[src/rtl/pidg_pkg.sv]
package pidg_pkg;
  typedef enum logic {
    MODE_LIN  = 1'b0,
    MODE_XFER = 1'b1
  } mode_e;
endpackage

[src/rtl/pidg_mode_sel.sv]
module pidg_mode_sel #(
  parameter int EW  = 8,
  parameter int WIN = 3
) (
  input  logic                 clk,
  input  logic                 rst_sn,
  input  logic                 smp_stb,
  input  logic signed [EW-1:0] err_in,
  input  logic                 rtn_stb,
  output logic                 upd_en,
  output logic                 xmode
);
  import pidg_pkg::*;

  localparam logic signed [EW-1:0] WIN_P = EW'(WIN);
  localparam logic signed [EW-1:0] WIN_N = -EW'(WIN);

  mode_e mode_q, mode_d;
  logic  in_win;

  always_comb begin
    in_win = (err_in <= WIN_P) && (err_in >= WIN_N);
    mode_d = mode_q;
    upd_en = 1'b0;
    if (rtn_stb) begin
      mode_d = MODE_LIN;
    end else if (smp_stb && (mode_q == MODE_LIN)) begin
      if (in_win) upd_en = 1'b1;
      else        mode_d = MODE_XFER;
    end
  end

  always_ff @(posedge clk or negedge rst_sn) begin
    if (!rst_sn) mode_q <= MODE_LIN;
    else         mode_q <= mode_d;
  end

  assign xmode = (mode_q == MODE_XFER);

  // transient mode is left only through a handback
  p_sticky_r8: assert property (@(posedge clk) disable iff (!rst_sn)
    (xmode && !rtn_stb) |=> xmode);

  // a handback always returns to linear mode
  p_rtn_lin_r7: assert property (@(posedge clk) disable iff (!rst_sn)
    rtn_stb |=> !xmode);

  // an out-of-window sample in linear mode enters transient mode
  p_enter_r5: assert property (@(posedge clk) disable iff (!rst_sn)
    (smp_stb && !rtn_stb && !xmode && ((err_in > WIN_P) || (err_in < WIN_N))) |=> xmode);
endmodule

[src/rtl/pidg_history.sv]
module pidg_history #(
  parameter int EW = 8
) (
  input  logic                 clk,
  input  logic                 rst_sn,
  input  logic                 upd_en,
  input  logic                 clr,
  input  logic signed [EW-1:0] err_in,
  output logic signed [EW-1:0] e1,
  output logic signed [EW-1:0] e2
);
  logic signed [EW-1:0] e1_d, e2_d;
  logic                 ld;

  always_comb begin
    ld   = clr || upd_en;
    e1_d = e1;
    e2_d = e2;
    if (clr) begin
      e1_d = '0;
      e2_d = '0;
    end else if (upd_en) begin
      e1_d = err_in;
      e2_d = e1;
    end
  end

  always_ff @(posedge clk or negedge rst_sn) begin
    if (!rst_sn) begin
      e1 <= '0;
      e2 <= '0;
    end else if (ld) begin
      e1 <= e1_d;
      e2 <= e2_d;
    end
  end

  // history is zero right after a handback
  p_hist_clr_r7: assert property (@(posedge clk) disable iff (!rst_sn)
    clr |=> (e1 == '0 && e2 == '0));

  // history holds without an accepted sample
  p_hist_hold_r6: assert property (@(posedge clk) disable iff (!rst_sn)
    (!clr && !upd_en) |=> ($stable(e1) && $stable(e2)));
endmodule

[src/rtl/pidg_duty_calc.sv]
module pidg_duty_calc #(
  parameter int EW   = 8,
  parameter int CW   = 12,
  parameter int FRAC = 4,
  parameter int DW   = 10,
  parameter int DMAX = 1000
) (
  input  logic                 clk,
  input  logic                 rst_sn,
  input  logic                 upd_en,
  input  logic                 load,
  input  logic        [DW-1:0] preset,
  input  logic signed [EW-1:0] e0,
  input  logic signed [EW-1:0] e1,
  input  logic signed [EW-1:0] e2,
  input  logic signed [CW-1:0] ka,
  input  logic signed [CW-1:0] kb,
  input  logic signed [CW-1:0] kc,
  output logic        [DW-1:0] duty
);
  localparam int AW = EW + CW + 2;
  localparam int SW = ((AW > DW) ? AW : DW) + 2;
  localparam logic signed [SW-1:0] DMAX_S = SW'(DMAX);
  localparam logic        [DW-1:0] DMAX_U = DW'(DMAX);

  logic signed [AW-1:0] pa, pb, pc, acc, incr;
  logic signed [SW-1:0] sum_w;
  logic        [DW-1:0] sat_v, pre_v, duty_d;
  logic                 ld;

  always_comb begin
    pa    = AW'(ka) * AW'(e0);
    pb    = AW'(kb) * AW'(e1);
    pc    = AW'(kc) * AW'(e2);
    acc   = pa + pb + pc;
    incr  = acc >>> FRAC;
    sum_w = SW'(signed'({1'b0, duty})) + SW'(incr);
    if (sum_w < 0)           sat_v = '0;
    else if (sum_w > DMAX_S) sat_v = DMAX_U;
    else                     sat_v = sum_w[DW-1:0];
    pre_v  = (preset > DMAX_U) ? DMAX_U : preset;
    ld     = load || upd_en;
    duty_d = load ? pre_v : sat_v;
  end

  always_ff @(posedge clk or negedge rst_sn) begin
    if (!rst_sn)  duty <= '0;
    else if (ld)  duty <= duty_d;
  end

  // the registered duty never exceeds the upper limit
  p_duty_max_r3: assert property (@(posedge clk) disable iff (!rst_sn)
    duty <= DMAX_U);

  // duty holds when neither update nor load is requested
  p_hold_r10: assert property (@(posedge clk) disable iff (!rst_sn)
    (!ld) |=> $stable(duty));

  // an in-range preset is loaded exactly
  p_preset_r7: assert property (@(posedge clk) disable iff (!rst_sn)
    (load && preset <= DMAX_U) |=> (duty == $past(preset)));
endmodule

[src/rtl/pid_gated_comp.sv]
module pid_gated_comp #(
  parameter int EW   = 8,
  parameter int CW   = 12,
  parameter int FRAC = 4,
  parameter int DW   = 10,
  parameter int DMAX = 1000,
  parameter int WIN  = 3
) (
  input  logic                 clk,
  input  logic                 rst_n,
  input  logic                 smp_stb,
  input  logic signed [EW-1:0] err_in,
  input  logic signed [CW-1:0] coef_a,
  input  logic signed [CW-1:0] coef_b,
  input  logic signed [CW-1:0] coef_c,
  input  logic                 rtn_stb,
  input  logic        [DW-1:0] rtn_duty,
  output logic        [DW-1:0] duty_out,
  output logic                 xmode
);
  logic [1:0] rst_sync;
  logic       rst_sn;
  logic       upd_en;
  logic signed [EW-1:0] e1, e2;

  always_ff @(posedge clk or negedge rst_n) begin
    if (!rst_n) rst_sync <= 2'b00;
    else        rst_sync <= {rst_sync[0], 1'b1};
  end
  assign rst_sn = rst_sync[1];

  pidg_mode_sel #(.EW(EW), .WIN(WIN)) u_mode (
    .clk(clk), .rst_sn(rst_sn), .smp_stb(smp_stb), .err_in(err_in),
    .rtn_stb(rtn_stb), .upd_en(upd_en), .xmode(xmode)
  );

  pidg_history #(.EW(EW)) u_hist (
    .clk(clk), .rst_sn(rst_sn), .upd_en(upd_en), .clr(rtn_stb),
    .err_in(err_in), .e1(e1), .e2(e2)
  );

  pidg_duty_calc #(.EW(EW), .CW(CW), .FRAC(FRAC), .DW(DW), .DMAX(DMAX)) u_duty (
    .clk(clk), .rst_sn(rst_sn), .upd_en(upd_en), .load(rtn_stb),
    .preset(rtn_duty), .e0(err_in), .e1(e1), .e2(e2),
    .ka(coef_a), .kb(coef_b), .kc(coef_c), .duty(duty_out)
  );

  // no duty movement while the transient controller owns the switch
  p_xhold_r6: assert property (@(posedge clk) disable iff (!rst_sn)
    (xmode && !rtn_stb) |=> $stable(duty_out));

  // the sample that leaves the window does not move the duty
  p_exit_hold_r5: assert property (@(posedge clk) disable iff (!rst_sn)
    (smp_stb && !rtn_stb && !xmode && (err_in > 3 || err_in < -3)) |=> $stable(duty_out));
endmodule

[config.mk]
export PLATFORM = sky130hd
export DESIGN_NAME = pid_gated_comp
export DESIGN_NICKNAME = d
export VERILOG_FILES = /design/src/rtl/pidg_pkg.sv /design/src/rtl/pidg_mode_sel.sv /design/src/rtl/pidg_history.sv /design/src/rtl/pidg_duty_calc.sv /design/src/rtl/pid_gated_comp.sv
export SDC_FILE = /design/constraint.sdc
export NUM_CORES = 1
export LEC_CHECK = 0
export CAP_MARGIN = 20
export CORE_ASPECT_RATIO = 1.2
export CORE_MARGIN = 10
export CORE_UTILIZATION = 45
export CTS_CLUSTER_DIAMETER = 150
export CTS_CLUSTER_SIZE = 28
export DETAILED_ROUTE_END_ITERATION = 8
export GPL_TIMING_DRIVEN = 1
export HOLD_SLACK_MARGIN = 0.15
export PLACE_DENSITY_LB_ADDON = 0.12
export RECOVER_POWER = 100
export SYNTH_ARGS = -nofsm -noshare
export SYNTH_HDL_FRONTEND = slang
export SYNTH_SLANG_ARGS = --single-unit
[constraint.sdc]
create_clock -name clk -period 1.7 [get_ports clk]
set_input_delay 0.17 -clock clk [delete_from_list [all_inputs] [get_ports clk]]
set_output_delay 0.17 -clock clk [all_outputs]
set_load 0.02 [all_outputs]
==> key figures <==
Run status
  – Status: finished with violations
  – Failing checks: setup timing

Clocking
  – CTS Buf Count: 5
  – Clk_lat worst skew: 0.28 ns
  – Clock sink count: 29
  – CTS HTree Levels: 2
  – Clock transition at path regs: 0.06 ns
  – Root buf cell: clkbuf_16
  – Deepest clock path buffer count: 2
  – TritonCTS clock tree: done

Placement
  – Input/output buffers: 68
  – Post-DP HPWL: 32100 um
  – Routability Congestion: 0.8947

Floorplanning
  – IO Count: 69
  – Initial core utilization: 0.4567
  – Die Span X: 180.8 um
  – FP Rows: 70
  – Total Die Area: 0.03849 mm2
  – Placeable core area: 0.03057 mm2
  – DIE HEIGHT: 212.9 um

Drt
  – WL/cell: 15.59 um
  – Post-route antenna net violation count: 0
  – Top layer in use: met4
  – Met2 Wirelength: 19390 um
  – Routed wl met3: 804 um
  – Metal-1 WL: 15420 um
  – Via count: 11503
  – Vias per inst: 4.922
  – Pre-Repair DR Iteration Count: 5
  – WL final: 36440 um
  – DR DRC count: 0
  – DRT iter0 DRCs: 459

Power
  – Leakage: 9.278 nW
  – Worst IR Drop VDD: 2.823 mV
  – Total chip power: 33.87 mW
  – Pwr dens: 1824 mW/mm2

Worst setup path
  – Crit path DAT: 9.92 ns
  – CP Class: reg -> reg
  – CP required: 1.85 ns
  – Crit Path Max Fanout: 7
  – Worst setup startpoint: u_hist.e1[2]
  – CP bufs+invs: 9
  – CP peak stage delay: 0.58 ns
  – Worst path slowest cell: fa_1
  – Reg-to-Reg Start: u_hist.e1[2]
  – Startpoint types: flop
  – Delay-heaviest family, CP: adder cells
  – CP Capture Type: flop
  – Crit path top cell by count: inv_1

Timing
  – Tightest hold margin: 0.3784 ns
  – Slew headroom: 0.4920
  – Actual slew at the worst max-slew pin: 0.7619 ns
  – Final slew viol count: 0
  – Period utilization: 5.747
  – RSZ-0062 raised after global routing: yes
  – Maximum clock frequency: 102.4 MHz
  – Final Hold Vio Count: 0
  – Post-layout worst setup margin: -8.070 ns
  – Worst Skew: 0.007323 ns
  – Final Critical Period: 9.770 ns
  – Final Setup Violations: 26

Synth
  – Synthesized area: 0.01396 mm2
  – EDFF count, synth: 0
  – Distinct cell type count after synthesis: 73
  – Syn_nets: 2060
  – Mapped Avg Cell Area: 8.818 um2
  – Register area share after synthesis: 0.05199
  – Synth Instances: 1583
  – Top FF cell, synth: dfrtp_1
  – Synth Warn #: 0
  – Synthesized flop and latch total: 29
  – Ys async rst share: 1.000

GRT
  – First-pass GRT wire length: 62760 um
  – Largest net degree at the start of global routing: 28
  – Remaining Overflow, GRT: 0
  – Vias in the first global route: 12630
  – Overall routing resource usage: 0.1958
  – Initial antenna violation count: 0

Layout
  – Nets: 2417
  – Layout cells sized above 1: 0.2643
  – Number of fill cells: 2677
  – Area grow syn2layout: 33.02%
  – Diodes inserted: 0

Flow run
  – Total of max-cap violations: 0

Worst hold path
  – HP Start: rst_sync[0]
  – Worst hold-check path type: reg -> reg
-- kinds of logic (layout without fill, tap and decap cells) --
family / after synthesis / after routing / synth area share
simple gates: 466 / 466 / 0.1777
buf+inv: 423 / 781 / 0.1144
fa+ha+maj: 419 / 419 / 0.5278
flops: 29 / 29 / 0.05199
xor+xnor: 62 / 62 / 0.03989
compound gates: 183 / 183 / 0.08803
other cells: 1 / 1 / 0.0002687
-- cells in the final DEF, fill, tap and decap left out, types with 23 or more instances in the layout --
cell type        count
inv_1              373
buf_4              291
fa_1               278
and2_1             163
nand2_1            121
ha_1               118
clkdlybuf4s50_1     50
nor2_1              37
xnor2_1             35
a21oi_1             29
nand2b_1            26
nand2_2             23
a21oi_2             23
dfrtp_1             23
-- worst register-to-register path: cells and delay by family, from the launching register on --
kind | cells | cell delay, ns
adders and majority gates | 13 | 4.82
AOI/OAI and AO/OA | 10 | 1.82
xor gates and xnor gates | 2 | 0.44
buffers and inverters | 9 | 0.79
and+or+nand+nor | 5 | 1.32
DFF | 1 | 0.47
-- state kept, by name, indices dropped and copies added (netlist names) --
signal        count
rst_sync          2
u_duty.duty      10
u_hist.e1         8
u_hist.e2         8
u_mode.xmode      1
-- worst paths after layout --
path | end | slack (ns) | cells past startpoint
max | u_duty.duty[6] | -8.07 | 39
min | rst_sync[1] | 0.38 | 0
max reg2reg | u_duty.duty[6] | -8.07 | 39
min reg2reg | rst_sync[1] | 0.38 | 0
max in group asynchronous | u_hist.e1[2] | 0.76 | 1
min in group asynchronous | u_mode.xmode | 0.40 | 1
-- per-stage QoR --
step	instance area (um2)	setup WS (ns)	utilization	cells	TNS [ns]
after floorplan	14350	-7.601	-	1583	-77.24
final	18570	-8.070	0.6075	2337	-90.19
after global placement	17420	-8.503	0.5699	2295	-104.95
after global routing	18570	-8.463	0.6075	2337	-94.33
after CTS	18280	-8.089	0.5981	2334	-90.42
after detailed placement	17420	-8.641	0.5699	2295	-106.54
-- cells in the mapped netlist (4+ instances only) --
cell type / count / area share
inv_1: 387 / 0.10
o21ai_0: 29 / 0.010
and2_1: 168 / 0.075
or3_1: 5 / 0.0022
fa_1: 283 / 0.41
o21a_1: 11 / 0.0059
nand4_1: 7 / 0.0031
nand3_1: 17 / 0.0061
nand2_1: 150 / 0.040
xnor2_1: 44 / 0.028
nand2b_1: 29 / 0.013
o21bai_1: 9 / 0.0048
a211o_1: 4 / 0.0025
a21boi_0: 4 / 0.0022
o221ai_1: 6 / 0.0038
a211oi_1: 10 / 0.0054
a2111oi_0: 4 / 0.0025
a21o_1: 12 / 0.0065
and3_1: 5 / 0.0022
a21oi_1: 57 / 0.020
nor3_1: 11 / 0.0039
dfrtp_1: 29 / 0.052
nor2_1: 43 / 0.012
o211ai_1: 5 / 0.0027
nor2b_1: 4 / 0.0018
ha_1: 136 / 0.12
clkbuf_1: 32 / 0.0086
xor2_1: 17 / 0.011
-- metal layers --
| metal | up-vias | global-route usage |
|---|---|---|
| met2 | 165 | 0.3624 |
| met1 | 5747 | 0.2445 |
| met4 | 0 | 0.04105 |
| met5 | - | 0 |
| li1 | 5550 | - |
| met3 | 41 | 0.01423 |
-- area by class of cell --
cell class              instances  area [um2]  share of cell area
flip-flops and latches         29       733.2             0.03949
multi-input cells            1131       12540              0.6753
well taps                     396       495.5             0.02668
repair buffers                385        3188              0.1717
clock inverters                 3       17.52           0.0009434
inverters                     388        1470             0.07918
clock buffers                   5       125.1            0.006739
-- report_power, final --
group	total, mW	internal, mW	leakage [nW]	switching [mW]
combinational	32.2	16.3	8.84	15.9
sequential	0.748	0.720	0.368	0.0282
clock	0.901	0.537	0.0696	0.364
total	33.9	17.5	9.28	16.3
-- repair_timing --
item	in CTS	in global routing
pin swaps	62	62
gates resized for setup	121	79
hold buffers	1	0
endpoints found under the setup margin	27	26
hold endpoints to repair	2	0
setup buffers	28	5
cloned	2	0
Note: power is estimated with default switching activity, not from simulation.
